`src/rtl/priv_state_pkg.sv`:
```
package priv_state_pkg;

  typedef enum logic [2:0] {
    SEL_PROC = 3'd0,
    SEL_HYP  = 3'd1,
    SEL_TL   = 3'd2,
    SEL_GL   = 3'd3,
    SEL_WIN  = 3'd4
  } reg_sel_e;

  typedef struct packed {
    logic wrPs;
    logic wrHp;
    logic wrTl;
    logic wrGl;
    logic wrCwp;
    logic privLevel;
  } strobe_t;

  // process-state field positions
  localparam int PS_PRIV = 2;
  localparam int PS_PEF  = 4;
  localparam logic [15:0] PS_KEEP  = 16'h0BDE;
  localparam logic [15:0] PS_RESET = 16'h0014;

  // hypervisor-state field positions
  localparam int HP_TLZ   = 0;
  localparam int HP_HPRIV = 2;
  localparam int HP_RED   = 5;
  localparam int HP_ID    = 11;
  localparam logic [63:0] HP_RESET = 64'h0000_0000_0000_0824;

endpackage

```
`src/rtl/lvl_clamp.sv`:
```
module lvl_clamp #(
  parameter int W  = 3,
  parameter int HI = 6,
  parameter int LO = 2
) (
  input  logic [63:0]  wrData,
  input  logic         useLow,
  output logic [W-1:0] result
);
  localparam logic [63:0] HI64 = 64'(HI);
  localparam logic [63:0] LO64 = 64'(LO);

  logic [63:0] limit;

  generate
    if (HI == LO) begin : g_fixed
      assign limit = HI64;
    end else begin : g_select
      assign limit = useLow ? LO64 : HI64;
    end
  endgenerate

  assign result = (wrData > limit) ? limit[W-1:0] : wrData[W-1:0];
endmodule

```
`src/rtl/priv_state_ctrl.sv`:
```
module priv_state_ctrl
  import priv_state_pkg::*;
(
  input  logic       wrEn,
  input  logic [2:0] wrSel,
  input  logic       psPriv,
  input  logic       hpPriv,
  output strobe_t    stb
);
  always_comb begin
    stb = '0;
    stb.privLevel = psPriv && !hpPriv;
    if (wrEn) begin
      case (wrSel)
        SEL_PROC: stb.wrPs  = 1'b1;
        SEL_HYP:  stb.wrHp  = 1'b1;
        SEL_TL:   stb.wrTl  = 1'b1;
        SEL_GL:   stb.wrGl  = 1'b1;
        SEL_WIN:  stb.wrCwp = 1'b1;
        default:  ;
      endcase
    end
  end
endmodule

```
`src/rtl/priv_state_dp.sv`:
```
module priv_state_dp
  import priv_state_pkg::*;
#(
  parameter int MAX_TL  = 6,
  parameter int MAX_PTL = 2,
  parameter int MAX_GL  = 3,
  parameter int MAX_PGL = 2,
  parameter int N_WIN   = 8,
  localparam int TL_W  = $clog2(MAX_TL + 1),
  localparam int GL_W  = $clog2(MAX_GL + 1),
  localparam int CWP_W = $clog2(N_WIN)
) (
  input  logic             clk,
  input  logic             rstN,
  input  strobe_t          stb,
  input  logic [63:0]      wrData,
  output logic [15:0]      psQ,
  output logic [63:0]      hpQ,
  output logic [TL_W-1:0]  tlQ,
  output logic [GL_W-1:0]  glQ,
  output logic [CWP_W-1:0] cwpQ,
  output logic             irqQ
);
  logic [TL_W-1:0]  tlClamped;
  logic [GL_W-1:0]  glClamped;
  logic [CWP_W-1:0] cwpClamped;
  logic [TL_W-1:0]  tlNext;
  logic [63:0]      hpNext;
  logic             irqNext;

  lvl_clamp #(.W(TL_W), .HI(MAX_TL), .LO(MAX_PTL)) u_tlClamp (
    .wrData(wrData), .useLow(stb.privLevel), .result(tlClamped));
  lvl_clamp #(.W(GL_W), .HI(MAX_GL), .LO(MAX_PGL)) u_glClamp (
    .wrData(wrData), .useLow(stb.privLevel), .result(glClamped));
  lvl_clamp #(.W(CWP_W), .HI(N_WIN - 1), .LO(N_WIN - 1)) u_cwpClamp (
    .wrData(wrData), .useLow(1'b0), .result(cwpClamped));

  always_comb begin
    tlNext = stb.wrTl ? tlClamped : tlQ;
    hpNext = hpQ;
    if (stb.wrHp) begin
      hpNext = wrData;
      hpNext[HP_ID] = 1'b1;
    end
    irqNext = hpNext[HP_TLZ] && (tlNext == '0) && !hpNext[HP_HPRIV];
  end

  always_ff @(posedge clk) begin
    if (!rstN) begin
      psQ  <= PS_RESET;
      hpQ  <= HP_RESET;
      tlQ  <= '0;
      glQ  <= GL_W'(MAX_GL);
      cwpQ <= '0;
      irqQ <= 1'b0;
    end else begin
      if (stb.wrPs)  psQ  <= wrData[15:0] & PS_KEEP;
      if (stb.wrGl)  glQ  <= glClamped;
      if (stb.wrCwp) cwpQ <= cwpClamped;
      tlQ <= tlNext;
      hpQ <= hpNext;
      if (stb.wrTl || stb.wrHp) irqQ <= irqNext;
    end
  end

  // dropped process bits never become set
  p_ps_dropped_r2: assert property (@(posedge clk) disable iff (!rstN)
    (psQ & ~PS_KEEP) == 16'h0);
  // identity bit is set after any hypervisor write
  p_hp_id_r3: assert property (@(posedge clk) disable iff (!rstN)
    stb.wrHp |=> hpQ[HP_ID]);
  // request only while its condition holds on the stored state
  p_irq_cond_r4: assert property (@(posedge clk) disable iff (!rstN)
    irqQ |-> (hpQ[HP_TLZ] && tlQ == '0 && !hpQ[HP_HPRIV]));
  // request held when neither source register is written
  p_irq_hold_r4: assert property (@(posedge clk) disable iff (!rstN)
    !(stb.wrTl || stb.wrHp) |=> $stable(irqQ));
  // privileged trap-level writes respect the lower cap
  p_tl_priv_r5: assert property (@(posedge clk) disable iff (!rstN)
    (stb.wrTl && stb.privLevel) |=> (tlQ <= TL_W'(MAX_PTL)));
  // trap level never exceeds the upper cap
  p_tl_max_r5: assert property (@(posedge clk) disable iff (!rstN)
    tlQ <= TL_W'(MAX_TL));
  // privileged global-level writes respect the lower cap
  p_gl_priv_r6: assert property (@(posedge clk) disable iff (!rstN)
    (stb.wrGl && stb.privLevel) |=> (glQ <= GL_W'(MAX_PGL)));
  // window index stays in range
  p_cwp_range_r7: assert property (@(posedge clk) disable iff (!rstN)
    32'(cwpQ) < N_WIN);
  // no strobe, no change
  p_idle_r9: assert property (@(posedge clk) disable iff (!rstN)
    (stb.wrPs | stb.wrHp | stb.wrTl | stb.wrGl | stb.wrCwp) == 1'b0
      |=> ($stable(psQ) && $stable(hpQ) && $stable(tlQ) && $stable(glQ) && $stable(cwpQ)));
endmodule

```
`src/rtl/priv_state_regs.sv`:
```
module priv_state_regs
  import priv_state_pkg::*;
#(
  parameter int MAX_TL  = 6,
  parameter int MAX_PTL = 2,
  parameter int MAX_GL  = 3,
  parameter int MAX_PGL = 2,
  parameter int N_WIN   = 8,
  localparam int TL_W  = $clog2(MAX_TL + 1),
  localparam int GL_W  = $clog2(MAX_GL + 1),
  localparam int CWP_W = $clog2(N_WIN)
) (
  input  logic             clk,
  input  logic             rstN,
  input  logic             wrEn,
  input  logic [2:0]       wrSel,
  input  logic [63:0]      wrData,
  output logic [15:0]      procState,
  output logic [63:0]      hypState,
  output logic [TL_W-1:0]  trapLevel,
  output logic [GL_W-1:0]  globalLevel,
  output logic [CWP_W-1:0] windowPtr,
  output logic             userMode,
  output logic             tlZeroIrq
);
  strobe_t stb;

  priv_state_ctrl u_ctrl (
    .wrEn(wrEn), .wrSel(wrSel),
    .psPriv(procState[PS_PRIV]), .hpPriv(hypState[HP_HPRIV]),
    .stb(stb));

  priv_state_dp #(
    .MAX_TL(MAX_TL), .MAX_PTL(MAX_PTL), .MAX_GL(MAX_GL),
    .MAX_PGL(MAX_PGL), .N_WIN(N_WIN)
  ) u_dp (
    .clk(clk), .rstN(rstN), .stb(stb), .wrData(wrData),
    .psQ(procState), .hpQ(hypState), .tlQ(trapLevel),
    .glQ(globalLevel), .cwpQ(windowPtr), .irqQ(tlZeroIrq));

  assign userMode = !procState[PS_PRIV] && !hypState[HP_HPRIV];

  // user mode excludes both privilege bits
  p_user_r8: assert property (@(posedge clk) disable iff (!rstN)
    userMode |-> (!procState[PS_PRIV] && !hypState[HP_HPRIV]));
endmodule

```
`config.mk`:
```
export PLATFORM = sky130hd
export DESIGN_NAME = priv_state_regs
export DESIGN_NICKNAME = d
export VERILOG_FILES = /design/src/rtl/priv_state_pkg.sv /design/src/rtl/lvl_clamp.sv /design/src/rtl/priv_state_ctrl.sv /design/src/rtl/priv_state_dp.sv /design/src/rtl/priv_state_regs.sv
export SDC_FILE = /design/constraint.sdc
export NUM_CORES = 1
export LEC_CHECK = 0
export CORE_MARGIN = 5
export CORE_UTILIZATION = 40
export DETAILED_ROUTE_END_ITERATION = 12
export PLACE_DENSITY = 0.77
export SYNTH_ARGS = -nofsm -noshare
export SYNTH_HDL_FRONTEND = slang
export SYNTH_HIERARCHICAL = 1
export SYNTH_SLANG_ARGS = --single-unit
```
`constraint.sdc`:
```
create_clock -name clk -period 2.45 [get_ports clk]
set_input_delay 0.3675 -clock clk [delete_from_list [all_inputs] [get_ports clk]]
set_output_delay 0.3675 -clock clk [all_outputs]
set_load 0.01 [all_outputs]
```
Yosys cells after proc, flatten, opt, wreduce, memory -nomap -nowiden
Index checks and enable logic that the tools add are counted.
Word-level totals
  flip-flop bits (word level): 81
  input bits: 70
  logic and storage cells: 37
Cells by class
  order comparisons: 3
  equality and inequality tests: 4
  muxes and demuxes: 13
  reduce and logical (&&, ||, !) cells: 10
Operator list (count)
  $gt A64 B2 Y1: 1
  $gt A64 B3 Y1: 1
  $gt A64 B3 Y1 const B: 1
  $mux W3: 5
  $eq A3 B2 Y1 const B: 2
  $logic_not A3 Y1: 2
  $mux W1: 6
  $mux W5: 1
  $logic_and A1 B1 Y1: 4
  $eq A3 B1 Y1 const B: 1
  $eq A3 B3 Y1 const B: 1
  $logic_not A1 Y1: 3
  $mux W2: 1
  $logic_or A1 B1 Y1: 1

Depth between registers and ports, before layout
Gate-level depths: netlist of the first run.
  depth after elaboration: 9
  gate-level depth with buffers: 9
  depth with buffers taken out: 9

Modules after synthesis
Netlist of the first run, hierarchy kept.
By module, submodules not included
  priv_state_dp: instances 1, cells an instance 277, area an instance 2955.3 um^2
  lvl_clamp (u_dp.u_tlClamp): instances 1, cells an instance 29, area an instance 197.7 um^2
  lvl_clamp (u_dp.u_glClamp): instances 1, cells an instance 29, area an instance 182.7 um^2
  lvl_clamp (u_dp.u_cwpClamp): instances 1, cells an instance 24, area an instance 152.6 um^2
  priv_state_ctrl: instances 1, cells an instance 6, area an instance 70.1 um^2
  priv_state_regs: instances 1, cells an instance 1, area an instance 3.8 um^2

Least setup slack after synthesis of the first run
No wires, ideal clock.
  kind: register -> register
  start point: register u_dp.psQ[2]
  end point: register u_dp.irqQ
  library setup time: 0.096 ns
  data arrival time: 1.844 ns
  data required time: 2.354 ns
  slack: 0.510 ns
  stages on the path, launching flop included: 10
  cell sequence: dfxtp_1 -> nor2b_1 -> ha_1 -> nand2_1 -> mux2i_1 -> nand2_1 -> or2_1 -> nor2_1 -> a21oi_1 -> o41ai_2
RTL lines
  start, declared: line priv_state_dp.sv:17  | output logic [15:0] psQ,
  start signal, assigned: line priv_state_dp.sv:57  | if (stb.wrPs) psQ <= wrData[15:0] & PS_KEEP;
  end signal, assigned: line priv_state_dp.sv:62  | if (stb.wrTl || stb.wrHp) irqQ <= irqNext;
  end, declared: line priv_state_dp.sv:22  | output logic irqQ

Worst setup path in the final report of the first run
  start point: input wrData[10]
  end point: register u_dp.irqQ
Between the ends
  cells in the longest elaborated chain, start to end: 6
Ends and longest elaborated chain
  start, declared: line priv_state_regs.sv:17  | input logic [63:0] wrData,
  $gt A64 B3 Y1: line lvl_clamp.sv:23  | assign result = (wrData > limit) ? limit[W-1:0] : wrData[W-1:0];
  $mux W3: line lvl_clamp.sv:23
  via u_dp.tlClamped[2]: line priv_state_dp.sv:24  | logic [TL_W-1:0] tlClamped;
  $mux W3: line priv_state_dp.sv:39  | tlNext = stb.wrTl ? tlClamped : tlQ;
  $logic_not A3 Y1: line priv_state_dp.sv:45  | irqNext = hpNext[HP_TLZ] && (tlNext == '0) && !hpNext[HP_HPRIV];
  $logic_and A1 B1 Y1 (2 in series): line priv_state_dp.sv:45
The timed path passes the listed nets, and every way through them passes these cells.
A chain may end at the register's enable or synchronous reset.

==> flow_summary.yaml, run 1 <==
global_routing:
  grt_max_degree: 76
  grt_pass1_vias: 3825
  grt_pass1_wl_mm: 19.7
  track_usage_pct: 22.4
  antenna_found_initial: 1
  overflow: 0
final_layout:
  nets: 655
  fin_cells: 696
  syn_to_final_growth_pct: 68.7
  most-common-layout-cells: "137 x clkdlybuf4s50_1, 82 x nor2_1, 81 x mux2i_1, 81 x dfxtp_1, 72 x buf_4"
  mostFrequentLayoutCell: "clkdlybuf4s50_1"
  drive_gt1_share_pct: 19.3
route:
  viasPerCell: 5.39
  drt_iter0_drc: 251
  firstDrtPassIters: 5
  drc: 0
  wl_mm: 12.7
  via_count: 3751
  postRouteAntennaNets: 0
  routedWlPerCell_um: 18.3
min_path:
  hp-class: "input port to flip-flop"
sta:
  finalWorstSetupSlack_ns: 0.144
  fmaxAchievable_ghz: 0.434
  finClkSkew_ns: 0.00195
  hold_viol_final: 0
  post-route-period-util_pct: 94.1
  min_period_ns: 2.31
  worst_pin_slew_ns: 0.532
  maxSlewHeadroom_pct: 64.2
  slew_viol_final: 0
  setup_viol: 0
placement:
  gp_congestion: 0.926
  pre_cts_ws_ns: -0.372
  io_buffers: 151
  place_hpwl_mm: 9.99
  place_inst: 680
die:
  core-area_mm2: 0.00872
  ios: 160
  rows: 34
  dieArea_mm2: 0.0109
  start_util_pct: 40.8
  die_h_um: 104
  die_width_um: 104
logic_synthesis:
  synth_area_mm2: 0.00356
  synth_cell_types: 27
  ys_warn_count: 6
  ys_seq_elements: 81
  syn_inst: 366
  synth-edff-count: 0
  synth_seq_area_share_pct: 45.5
  syn_avg_cell_area_um2: 9.73
  async_flop_share_pct: 0
  ys.flop_type: "dfxtp_1"
cts:
  cts.clk_slew.worst_paths_ns: 0.08
  clock_latency_ns: 0.35
  numCtsBuffers: 9
  cts_buffer_depth: 2
  cts_htree_levels: 3
  cts_sinks: 81
  ctsRootBufferMaster: "clkbuf_8"
  cts_tree: "yes"
power:
  power.density_mw_per_mm2: 500
  vdd_ir_drop_max_mv: 0.281
  leakage_uw: 0.00229
critical_path:
  worstPathArrival_ns: 2.56
  crit_type: "input port to flip-flop"
  endpoint_kind: "flip-flop"
  crit_required_ns: 2.71
  start_kind: "input port"
  critPathMaxFanout: 2
flow_run:
  drv_cap: 0
outcome:
  status: "complete, no violations"
-- final cells by class --
class,count,area (um^2)
diodes,1,2.50
clock buffers,10,128
clock inverters,5,105
fillers,676,2710
inverters,4,15.0
multi-input cells,262,1870
flip-flops and latches,81,1620
well taps,108,135
repair buffers,225,2130
-- cells in the mapped netlist, types with 3 or more instances --
| master | instances | share of area, % |
|---|---|---|
| nand2b_1 | 3 | 0.53 |
| nor4_2 | 3 | 1.1 |
| dfxtp_1 | 81 | 46 |
| buf_4 | 15 | 3.2 |
| nor2_1 | 82 | 8.6 |
| buf_2 | 8 | 1.1 |
| nand4_1 | 12 | 2.1 |
| nand2_1 | 8 | 0.84 |
| and4bb_2 | 3 | 1.1 |
| inv_1 | 3 | 0.32 |
| nor4_1 | 42 | 7.4 |
| mux2i_1 | 82 | 23 |
| nor3_1 | 3 | 0.42 |
-- timing repair --
item / 4_1_cts / 5_1_grt
setup buffers: 0 / 0
resized for setup: 1 / 27
cloned: 0 / 0
hold buffers: 0 / 0
setup endpoints to repair: 1 / 1
pin swaps: 0 / 12
hold endpoints to repair: 0 / 0
-- state kept, by name (all words and copies together), names as in the netlist --
| name | flops |
|---|---|
| u_dp/hpQ | 63 |
| u_dp/psQ | 9 |
| u_dp/cwpQ | 3 |
| u_dp/tlQ | 3 |
| u_dp/glQ | 2 |
| u_dp/irqQ | 1 |
-- through the flow --
stage | hold WS (ns) | util [%] | total power [uW] | cell area (um^2) | setup TNS, ns
5_1_grt | 0.412 | 68.9 | 3090 | 6010 | -0.0273
2_1_floorplan | 0.429 | - | 1530 | 3580 | 0
6_report | 0.394 | 68.9 | 3000 | 6010 | 0
3_5_place_dp | 0.468 | 64.8 | 1860 | 5660 | -0.751
3_3_place_gp | 0.454 | 64.8 | 1850 | 5660 | -0.381
4_1_cts | 0.489 | 67.6 | 3000 | 5890 | 0
-- per-layer routing --
metal / track usage (%) / vias up / routed length, um
met4: 9.07 / 0 / 336
met3: 7.45 / 32 / 1220
met1: 27.5 / 1783 / 5160
met2: 35.9 / 195 / 6020
li1: - / 1741 / -
met5: 0 / - / 0
-- power by group --
group | switching, uW | internal [uW] | leakage (uW)
Sequential | 16.4 | 1340 | 0.000656
Combinational | 216 | 266 | 0.00153
Clock | 488 | 672 | 0.000109
-- path summary, 6_finish.rpt --
check / slack [ns] / cells after the start / to / from
setup / recovery: 0.14 / 9 / u_dp/irqQ / wrData[10]
hold / removal: 0.39 / 3 / u_dp/hpQ[18] / wrData[18]
setup reg to reg: 0.24 / 9 / u_dp/irqQ / u_dp/psQ[2]
hold reg to reg: 0.49 / 2 / u_dp/hpQ[5] / u_dp/hpQ[5]
-- cell families after synthesis --
group	Yosys count	share of synthesized area, %
compound gates	5	1.23
mux	82	23.0
other cells	2	0.211
buf+inv	29	4.92
simple gates	165	24.4
flops	81	45.5
fa+ha+maj	2	0.702
-- critical path, cell delays in order --
cell             delay (ns)
clkdlybuf4s50_1        0.44
nor4_2                 0.30
nand4_1                0.23
nor4_4                 0.38
nand2_2                0.11
mux2i_2                0.17
mux2i_1                0.19
a21oi_1                0.10
o41ai_2                0.27
No activity file was read; power rests on OpenSTA's default activity.
==> run 2: changes to the inputs <==
Settings changed: HOLD_SLACK_MARGIN from default to 0.03.
==> results of run 2 <==
The final DEF is identical to that of run 1; final timing and power are the same.
